<file path="src/rtl/fwd_pkg.sv">
package fwd_pkg;
  typedef enum logic [1:0] {
    SEL_RF    = 2'b00,
    SEL_EXMEM = 2'b01,
    SEL_MEMWB = 2'b10
  } fwd_sel_e;
endpackage

</file>
<file path="src/rtl/fwd_pick.sv">
module fwd_pick
  import fwd_pkg::*;
#(
  parameter int unsigned IDX_W = 5
) (
  input  logic [IDX_W-1:0] src_i,
  input  logic [IDX_W-1:0] mem_rd_i,
  input  logic             mem_we_i,
  input  logic [IDX_W-1:0] wb_rd_i,
  input  logic             wb_we_i,
  output fwd_sel_e         sel_o
);
  logic src_live, mem_hit, wb_hit;

  assign src_live = (src_i != '0);
  assign mem_hit  = mem_we_i && (mem_rd_i != '0) && (mem_rd_i == src_i) && src_live;
  assign wb_hit   = wb_we_i && (wb_rd_i != '0) && (wb_rd_i == src_i) && src_live;

  // younger stage first
  always_comb begin
    if (mem_hit)     sel_o = SEL_EXMEM;
    else if (wb_hit) sel_o = SEL_MEMWB;
    else             sel_o = SEL_RF;
  end
endmodule

</file>
<file path="src/rtl/fwd_mux.sv">
module fwd_mux
  import fwd_pkg::*;
#(
  parameter int unsigned XLEN = 32
) (
  input  fwd_sel_e        sel_i,
  input  logic [XLEN-1:0] rf_val_i,
  input  logic [XLEN-1:0] mem_val_i,
  input  logic [XLEN-1:0] wb_val_i,
  output logic [XLEN-1:0] val_o
);
  always_comb begin
    unique case (sel_i)
      SEL_EXMEM: val_o = mem_val_i;
      SEL_MEMWB: val_o = wb_val_i;
      default:   val_o = rf_val_i;
    endcase
  end
endmodule

</file>
<file path="src/rtl/rf_bypass.sv">
module rf_bypass #(
  parameter int unsigned XLEN  = 32,
  parameter int unsigned NREG  = 32,
  parameter int unsigned NRD   = 2,
  localparam int unsigned IDX_W = $clog2(NREG)
) (
  input  logic             clk_i,
  input  logic             rst_ni,
  input  logic [IDX_W-1:0] rd_idx_i  [NRD],
  output logic [XLEN-1:0]  rd_data_o [NRD],
  input  logic             we_i,
  input  logic [IDX_W-1:0] wr_idx_i,
  input  logic [XLEN-1:0]  wr_data_i
);
  logic [XLEN-1:0] regs_q [NREG];
  logic            wr_live;

  assign wr_live = we_i && (wr_idx_i != '0);

  always_ff @(posedge clk_i or negedge rst_ni) begin
    if (!rst_ni) begin
      for (int i = 0; i < NREG; i++) regs_q[i] <= '0;
    end else if (wr_live) begin
      regs_q[wr_idx_i] <= wr_data_i;
    end
  end

  for (genvar p = 0; p < NRD; p++) begin : g_rd
    always_comb begin
      if (rd_idx_i[p] == '0)                        rd_data_o[p] = '0;
      else if (wr_live && (wr_idx_i == rd_idx_i[p])) rd_data_o[p] = wr_data_i;
      else                                          rd_data_o[p] = regs_q[rd_idx_i[p]];
    end

    p_same_cycle_r7: assert property (@(posedge clk_i) disable iff (!rst_ni)
      (we_i && wr_idx_i != '0 && rd_idx_i[p] == wr_idx_i) |-> rd_data_o[p] == wr_data_i);

    p_zero_read_r8: assert property (@(posedge clk_i) disable iff (!rst_ni)
      (rd_idx_i[p] == '0) |-> rd_data_o[p] == '0);
  end

  // one clean cycle after reset before looking back
  logic armed_q;
  always_ff @(posedge clk_i or negedge rst_ni) begin
    if (!rst_ni) armed_q <= 1'b0;
    else         armed_q <= 1'b1;
  end

  p_write_kept_r9: assert property (@(posedge clk_i) disable iff (!rst_ni)
    (armed_q && $past(we_i) && $past(wr_idx_i) != '0 && rd_idx_i[0] == $past(wr_idx_i)
     && !(we_i && wr_idx_i == rd_idx_i[0])) |-> rd_data_o[0] == $past(wr_data_i));
endmodule

</file>
<file path="src/rtl/exec_fwd_unit.sv">
module exec_fwd_unit
  import fwd_pkg::*;
#(
  parameter int unsigned XLEN  = 32,
  parameter int unsigned NREG  = 32,
  localparam int unsigned IDX_W = $clog2(NREG)
) (
  input  logic             clk_i,
  input  logic             rst_ni,
  input  logic [IDX_W-1:0] rd_a_idx_i,
  input  logic [IDX_W-1:0] rd_b_idx_i,
  output logic [XLEN-1:0]  rd_a_data_o,
  output logic [XLEN-1:0]  rd_b_data_o,
  input  logic [IDX_W-1:0] ex_ra_i,
  input  logic [IDX_W-1:0] ex_rb_i,
  input  logic [XLEN-1:0]  ex_va_i,
  input  logic [XLEN-1:0]  ex_vb_i,
  input  logic [IDX_W-1:0] mem_rd_i,
  input  logic             mem_we_i,
  input  logic [XLEN-1:0]  mem_res_i,
  input  logic [IDX_W-1:0] wb_rd_i,
  input  logic             wb_we_i,
  input  logic [XLEN-1:0]  wb_val_i,
  output logic [XLEN-1:0]  op_a_o,
  output logic [XLEN-1:0]  op_b_o,
  output logic [1:0]       sel_a_o,
  output logic [1:0]       sel_b_o
);
  localparam int unsigned NOPS = 2;

  logic [IDX_W-1:0] src   [NOPS];
  logic [XLEN-1:0]  rfv   [NOPS];
  logic [XLEN-1:0]  opv   [NOPS];
  fwd_sel_e         sel   [NOPS];
  logic [IDX_W-1:0] rdidx [NOPS];
  logic [XLEN-1:0]  rddat [NOPS];

  assign src[0] = ex_ra_i;
  assign src[1] = ex_rb_i;
  assign rfv[0] = ex_va_i;
  assign rfv[1] = ex_vb_i;

  for (genvar k = 0; k < NOPS; k++) begin : g_op
    fwd_pick #(.IDX_W(IDX_W)) u_pick (
      .src_i    (src[k]),
      .mem_rd_i (mem_rd_i),
      .mem_we_i (mem_we_i),
      .wb_rd_i  (wb_rd_i),
      .wb_we_i  (wb_we_i),
      .sel_o    (sel[k])
    );
    fwd_mux #(.XLEN(XLEN)) u_mux (
      .sel_i     (sel[k]),
      .rf_val_i  (rfv[k]),
      .mem_val_i (mem_res_i),
      .wb_val_i  (wb_val_i),
      .val_o     (opv[k])
    );

    p_exmem_r1: assert property (@(posedge clk_i) disable iff (!rst_ni)
      (mem_we_i && mem_rd_i != '0 && mem_rd_i == src[k]) |-> (opv[k] == mem_res_i && sel[k] == SEL_EXMEM));

    p_memwb_r2: assert property (@(posedge clk_i) disable iff (!rst_ni)
      (wb_we_i && wb_rd_i != '0 && wb_rd_i == src[k] && !(mem_we_i && mem_rd_i == src[k]))
        |-> (opv[k] == wb_val_i && sel[k] == SEL_MEMWB));

    p_sel_legal_r4: assert property (@(posedge clk_i) disable iff (!rst_ni)
      sel[k] != 2'b11);

    p_zero_src_r5: assert property (@(posedge clk_i) disable iff (!rst_ni)
      (src[k] == '0) |-> (opv[k] == rfv[k] && sel[k] == SEL_RF));
  end

  assign op_a_o  = opv[0];
  assign op_b_o  = opv[1];
  assign sel_a_o = sel[0];
  assign sel_b_o = sel[1];

  assign rdidx[0]    = rd_a_idx_i;
  assign rdidx[1]    = rd_b_idx_i;
  assign rd_a_data_o = rddat[0];
  assign rd_b_data_o = rddat[1];

  rf_bypass #(.XLEN(XLEN), .NREG(NREG), .NRD(NOPS)) u_rf (
    .clk_i     (clk_i),
    .rst_ni    (rst_ni),
    .rd_idx_i  (rdidx),
    .rd_data_o (rddat),
    .we_i      (wb_we_i),
    .wr_idx_i  (wb_rd_i),
    .wr_data_i (wb_val_i)
  );
endmodule

</file>
<file path="config.mk">
export PLATFORM = sky130hd
export DESIGN_NAME = exec_fwd_unit
export DESIGN_NICKNAME = d
export VERILOG_FILES = /design/src/rtl/fwd_pkg.sv /design/src/rtl/fwd_pick.sv /design/src/rtl/fwd_mux.sv /design/src/rtl/rf_bypass.sv /design/src/rtl/exec_fwd_unit.sv
export SDC_FILE = /design/constraint.sdc
export NUM_CORES = 2
export LEC_CHECK = 0
export BUFFER_PORTS_ARGS = -buffer_cell sky130_fd_sc_hd__buf_2
export CORE_ASPECT_RATIO = 0.8
export CORE_UTILIZATION = 35
export DETAILED_ROUTE_END_ITERATION = 8
export SLEW_MARGIN = 20
export SYNTH_ARGS = -nofsm -noshare
export SYNTH_HDL_FRONTEND = slang
export SYNTH_SLANG_ARGS = --single-unit
export TNS_END_PERCENT = 10
</file>
<file path="constraint.sdc">
create_clock -name clk_i -period 2.1 [get_ports clk_i]
set_clock_uncertainty 0.1 [all_clocks]
set_input_delay 0.21 -clock clk_i [delete_from_list [all_inputs] [get_ports clk_i]]
set_output_delay 0.21 -clock clk_i [all_outputs]
set_load 0.03 [all_outputs]
</file>
## Word level (Yosys, flattened, before mapping)

Index checks and enable logic that the tools add are counted.

| operators by class | value |
|---|---|
| reduce and logical (&&, ||, !) cells | 19 |
| $lt $le $gt $ge | 4 |
| bitwise logic cells | 3 |
| eq/ne operators | 10 |
| multiplexer cells | 19 |

Operator list:

| operator | number |
|---|---|
| bitwise mux 1024 bit | 1 |
| binary-select mux 32 bit (select 5 bit) | 2 |
| two-way mux 32 bit | 9 |
| demux 32 bit (select 5 bit) | 1 |
| one-hot mux 32 bit (2 select lines) | 2 |
| == test 5 bit | 6 |
| nonzero test 5 bit | 4 |
| greater-or-equal comparator 6 bit, second input constant | 3 |
| inverter 5 -> 6 bit | 3 |
| logical AND 1 bit | 13 |
| logical NOT 5 bit | 2 |
| two-way mux 2 bit | 4 |
| less-than comparator 6 x 1 -> 1 bit, second input constant | 1 |
| == test 2 x 1 -> 1 bit, second input constant | 2 |
| == test 2 bit, second input constant | 2 |

| storage, ports and cells | value |
|---|---|
| logic and storage cells | 87 |
| output and inout port bits | 132 |
| register bits | 1024 |
| input bits | 162 |

## Depth between registers and ports, before layout

| depth | value |
|---|---|
| depth in word-level cells | 8 |
| mapped depth | 10 |
| gate-level depth less buffers | 5 |

## Cells and area by module

From an unflattened synthesis, not the netlist that was laid out.

| unflattened totals | value |
|---|---|
| cell total of the unflattened synthesis | 4348 |
| area total of the unflattened synthesis | 57386.3 um^2 |

By module, submodules not included:

| module | area each (um^2) | cells an instance | instances |
|---|---|---|---|
| rf_bypass | 55817.3 | 4082 | 1 |
| fwd_mux | 636.9 | 113 | 2 |
| fwd_pick | 147.6 | 20 | 2 |

## Worst setup path before layout

Ideal clock, no wire load.

| timing path | value |
|---|---|
| path type | input -> output |
| from | input rd_a_idx_i[1] |
| to | output rd_a_data_o[30] |
| arrival | 2.331 ns |
| required time | 1.790 ns |
| setup slack | -0.541 ns |
| stages | 9 |
| path through | buf_2 -> buf_4 -> buf_2 -> buf_2 -> nand3b_1 -> o221ai_1 -> nor3_1 -> nor2_1 -> a211oi_1 |

| on the way | value |
|---|---|
| cells in the longest elaborated chain, start to end | 6 |

RTL lines:

| item | line | source |
|---|---|---|
| from (decl) | exec_fwd_unit.sv:10 | `input logic [IDX_W-1:0] rd_a_idx_i,` |
| inverter 5 -> 6 bit (not written as such) | rf_bypass.sv:32 | `else rd_data_o[p] = regs_q[rd_idx_i[p]];` |
| binary-select mux 32 bit (select 5 bit) | rf_bypass.sv:32 |  |
| two-way mux 32 bit (not written as such) (2 in a row) | rf_bypass.sv:32 |  |
| two-way mux 32 bit | rf_bypass.sv:31 | `else if (wr_live && (wr_idx_i == rd_idx_i[p])) rd_data_o[p] = wr_data_i;` |
| two-way mux 32 bit * | rf_bypass.sv:30 | `if (rd_idx_i[p] == '0) rd_data_o[p] = '0;` |
| to (decl) | exec_fwd_unit.sv:12 | `output logic [XLEN-1:0] rd_a_data_o,` |

Every way passes the cells marked *; elsewhere a longest branch is shown, timed or not. The select of a mux whose other input is x is not followed.

## Worst setup path after layout

| timing path | value |
|---|---|
| from | register u_rf.regs_q[551] in the netlist's numbering |
| to | output rd_a_data_o[7] |

| on the way | value |
|---|---|
| cells in the longest elaborated chain, start to end | 5 |

RTL lines:

| item | line | source |
|---|---|---|
| from (decl) | rf_bypass.sv:15 | `logic [XLEN-1:0] regs_q [NREG];` |
| from (signal, indexed assignment) | rf_bypass.sv:24 | `regs_q[wr_idx_i] <= wr_data_i;` |
| binary-select mux 32 bit (select 5 bit) | rf_bypass.sv:32 |  |
| two-way mux 32 bit (not written as such) (2 in a row) | rf_bypass.sv:32 |  |
| two-way mux 32 bit | rf_bypass.sv:31 |  |
| two-way mux 32 bit | rf_bypass.sv:30 |  |

Every way passes these cells. The select of a mux whose other input is x is not followed.

==> results.md <==
Run status:
- The flow ran to the end, but the final reports show violations.
- The checks that failed: setup timing.

Timing:
- The final worst slack is -0.9502 ns.
- The routed design could run at a clock period as short as roughly 3.1 ns.
- The final worst-path cycle share is 145.2%.
- Measured against its own limit, the worst slew margin works out to approximately two fifths.
- Timing would allow up to about 0.33 GHz.
- The final-report setup violation count is between 100 and 150.
- The final count of hold timing violations was 0.
- The transition time of the tightest slew-check pin is 0.8766 ns.
- The worst hold slack is 0.09269 ns.
- The number of slew-limit violations in the final report came to 0.
- Setup repair after global routing could not meet its margin everywhere.

Floorplan:
- The full die area is roughly 160000 um2.
- The site row count is around 130.
- In this run the vertical extent of the chip is 363.3 um.
- The floorplan die width is 453.6 um.
- The number of I/O pins is about 300.
- The initial core utilization is 35.28%.
- The floorplan step defined a core boundary enclosing roughly 160000 um2.

Logic synthesis:
- The post-synthesis async set-or-reset flop share is 100.0%.
- During synthesis, Yosys emitted a total of 0 warnings.
- The largest area contributor in the netlist is sky130_fd_sc_hd__dfrtp_1.
- Counting flops and latches in the post-synthesis netlist gives 1024.
- The share of Yosys cell area claimed by the top area cell type is ~45%.
- The per-instance average area after synthesis is around 14 um2.
- Synthesis produced a netlist with a net count of 4275.
- Synthesis handed over a netlist of roughly 4100 instances.
- The synthesized netlist contains 64 unique library cells.
- Yosys attributes the largest share of cell area to sky130_fd_sc_hd__dfrtp_1 45%, sky130_fd_sc_hd__mux2_2 19%, sky130_fd_sc_hd__mux4_2 17%.
- The post-synthesis cell area is roughly 57000 um2.
- Summing the sequential cell areas from Yosys gives between 40% and 50% of the chip area.
- Yosys mapped a number of flops with a built-in enable equal to 0.
- The most frequently used flop master after synthesis is sky130_fd_sc_hd__dfrtp_1.

Critical path:
- Data on the critical path arrives at its endpoint at 2.74 ns.
- The start-to-end type of the worst setup path is flip-flop to output pin.
- The cell count of the worst reg-to-reg path is 3.
- Along the worst path, the maximum fanout reaches 2.
- The type of origin of the critical path is a flip-flop.
- In this run the register-to-register setup slack is slightly below 1 ns.
- The required time at the endpoint of the critical path is around 1.8 ns.
- The endpoint of the worst-slack reg-to-reg timing path is u_rf.regs_q[551].
- The startpoint identified for the worst register-to-register timing path is u_rf.regs_q[551].
- STA classifies the critical path endpoint as an output pin.

Placed design:
- Summing all placed instances gives a cell area of slightly below 70000 um2.
- The total placed cells including tap cells is around 6800.
- The worst setup slack before clock tree synthesis is -0.8001 ns.
- Port buffering added slightly below 300 buffers.
- The HPWL after detailed placement is about 150 mm.
- The congestion estimate from routability-driven global placement came to approximately 0.90.

Finish:
- The register with the most flip-flops is u_rf.regs_q.
- With fillers left out, the area of the finished cells amounts to between 70000 and 80000 um2.
- The total number of nets in the final design is between 5000 and 6000.
- From synthesis to final layout, the design area changed by 27.60%.
- The multi-input combinational cells in the finished layout cover a total of just over 30000 um2.
- The largest registers in the layout are u_rf.regs_q: 1024 flops.
- The filler cell count in the final layout is roughly 14000.
- Of the cells placed in the final design, the portion with a size suffix greater than 1 is ~57%.
- The register with the most flip-flops in the layout has around 1000 of them.
- The post-layout instance count excluding filler cells is about 7000.
- The total area of sequential cells is approximately 26000 um2.

Detailed routing:
- After detailed routing, the number of remaining DRC violations is 0.
- The detailed-route wire length per cell is approximately 31 um.
- The number of search-and-repair iterations in the first detailed-routing pass is 6.
- The final routed wirelength across all metal layers is 222.4 mm.
- The detailed router placed 42927 vias in this run.
- The count of nets left with antenna violations once routing finished came out at 0.
- The number of DRC markers after the initial detailed-route iteration is between 4000 and 5000.
- The vias per cell is roughly 6.1.

Clocking:
- The number of buffers created by CTS is 115.
- The clock root buffer is sky130_fd_sc_hd__clkbuf_16.
- The clock network latency to the later pin of the worst-skew pair is ~0.75 ns.
- The H-tree was split into 3 levels.
- The clock sink total is between 1000 and 1500.
- The clock-pin slew of the registers on the worst-case setup and hold paths is approximately 0.060 ns.
- The TritonCTS clock tree is built.
- In this run the deepest clock path goes through 3 buffers.

Power:
- The worst ir drop on vdd is just over 700 uV.
- Dividing total power by cell area gives a power density of between 800 and 900 nW/um2.
- The leakage dissipation is ~32 nW.
- Total power for the finished layout comes to 62.80 mW.

Min path:
- The depth of the worst hold-timing path is 2.
- The start point of the worst min-delay path is wb_val_i[30].
- The class of the tightest hold or removal check is input pin to flip-flop.
- The worst hold path terminates at u_rf.regs_q[894].

Flow run:
- The tool flagged a number of max-cap violations equal to 0.

Global route:
- The via count of the first global-routing pass is 42527.
- The initial antenna violation count is 14.
- The wire length of the first global-routing pass is 316.7 mm.
- Entering global routing, the biggest net connects between 100 and 150 pins.
- The sum of overflow across all layers after global routing is 0.
- The overall fraction of global-route tracks in use is between 20% and 30%.
## report_power, final
group	switching, mW	internal, mW
Clock	8.66	12.0
Combinational	6.97	8.92
Sequential	2.75	23.5
Total	18.4	44.4
## metal layers
| metal | vias to the layer above | track usage [%] | wire, um |
|---|---|---|---|
| met2 | 2244 | 39.94 | 97960 |
| met5 | - | 0 | 20 |
| met4 | 4 | 10.77 | 10420 |
| met3 | 511 | 5.799 | 20390 |
| li1 | 17268 | - | - |
| met1 | 22900 | 37.34 | 93610 |
## cells in the mapped netlist (all sizes together) (4+ instances only)
| cell type | instances |
|---|---|
| nor3 | 62 |
| o221ai | 9 |
| o211ai | 6 |
| clkbuf | 288 |
| a41oi | 8 |
| nand3 | 12 |
| nand2 | 177 |
| o21ai | 93 |
| nor2 | 53 |
| dfrtp | 1024 |
| buf | 192 |
| a22oi | 53 |
| o22ai | 48 |
| mux2 | 1012 |
| or2 | 5 |
| nand2b | 20 |
| mux2i | 264 |
| a221o | 18 |
| o22a | 5 |
| nor2b | 34 |
| o2111ai | 9 |
| inv | 6 |
| nor3b | 7 |
| and3 | 14 |
| and2 | 5 |
| a311oi | 22 |
| a21oi | 32 |
| a211oi | 61 |
| o211a | 4 |
| a211o | 45 |
| mux4 | 419 |
| a221oi | 46 |
| nor4 | 5 |
| or4 | 4 |
| xnor2 | 27 |
## repair_timing
| action | 4_1_cts | 5_1_grt |
|---|---|---|
| gates resized for setup | 116 | 164 |
| pin swaps | 57 | 44 |
| setup buffers | 11 | 5 |
| hold buffers | 32 | 0 |
| hold endpoints to repair | 1228 | 0 |
| endpoints found under the setup margin | 132 | 132 |
## area by class of cell
cell class	count	area share, %
Antenna cell	4	0.01374
Tap cell	2144	3.682
Timing Repair Buffer	1096	14.06
Multi-Input combinational cell	2603	41.77
Clock buffer	176	4.678
Sequential cell	1024	35.17
Inverter	6	0.03091
Clock inverter	34	0.5977
## logic make-up after synthesis
family / Yosys count / share of synthesized area [%]
xor gates and xnor gates: 30 / 0.4602
buffers and inverters: 486 / 3.842
AOI/OAI and AO/OA: 468 / 6.151
DFF: 1024 / 44.88
and+or+nand+nor: 410 / 3.550
muxes: 1695 / 41.12
## worst max-delay path by stage
| stage | start | end | slack, ns |
|---|---|---|---|
| floorplan | wb_rd_i[4] | op_b_o[11] | -0.42 |
| global placement | wb_rd_i[4] | rd_b_data_o[26] | -0.81 |
| detailed placement | wb_rd_i[4] | rd_b_data_o[26] | -0.80 |
| CTS | u_rf.regs_q[774] | rd_b_data_o[6] | -0.98 |
| global route | u_rf.regs_q[231] | rd_a_data_o[7] | -0.98 |
| finish | u_rf.regs_q[551] | rd_a_data_o[7] | -0.95 |
## per-stage QoR
step,utilization (%),TNS (ns)
floorplan,-,-35.66
detailed placement,41.76,-93.26
CTS,44.66,-76.91
global route,45.01,-76.32
finish,45.01,-68.68
global placement,41.76,-86.49
## critical path, cell delays in order, from the launching register on
cell	delay (ns)
sky130_fd_sc_hd__dfrtp_1	0.40
sky130_fd_sc_hd__mux4_2	0.47
sky130_fd_sc_hd__mux4_2	0.49
sky130_fd_sc_hd__a221o_2	0.45
sky130_fd_sc_hd__buf_6	0.18
## placed cells by master, fill, tap and decap left out, types with 15 or more instances in the layout
cell	synthesis	routed
sky130_fd_sc_hd__a211oi_2	16	39
sky130_fd_sc_hd__nor2_1	53	32
sky130_fd_sc_hd__clkbuf_16	0	116
sky130_fd_sc_hd__o21ai_1	74	70
sky130_fd_sc_hd__mux4_2	419	419
sky130_fd_sc_hd__a21oi_1	32	26
sky130_fd_sc_hd__nor2b_1	34	22
sky130_fd_sc_hd__a22oi_1	53	39
sky130_fd_sc_hd__a221oi_1	46	37
sky130_fd_sc_hd__nor3_2	9	18
sky130_fd_sc_hd__o22ai_1	48	37
sky130_fd_sc_hd__xnor2_1	27	26
sky130_fd_sc_hd__buf_12	0	183
sky130_fd_sc_hd__a211o_1	45	39
sky130_fd_sc_hd__nand2_1	177	163
sky130_fd_sc_hd__a211oi_1	45	19
sky130_fd_sc_hd__dfrtp_1	1024	1024
sky130_fd_sc_hd__nor2_4	0	18
sky130_fd_sc_hd__nand2b_1	20	15
sky130_fd_sc_hd__buf_6	19	38
sky130_fd_sc_hd__dlygate4sd3_1	0	32
sky130_fd_sc_hd__mux2_1	71	71
sky130_fd_sc_hd__clkinv_2	0	19
sky130_fd_sc_hd__mux2_2	941	941
sky130_fd_sc_hd__nor3_1	52	31
sky130_fd_sc_hd__clkbuf_1	288	32
sky130_fd_sc_hd__buf_2	73	226
sky130_fd_sc_hd__buf_4	36	604
sky130_fd_sc_hd__a221o_1	18	16
sky130_fd_sc_hd__mux2i_1	264	255
sky130_fd_sc_hd__a311oi_1	22	15
sky130_fd_sc_hd__clkbuf_8	0	28
Power figures use the tool's default switching activity.
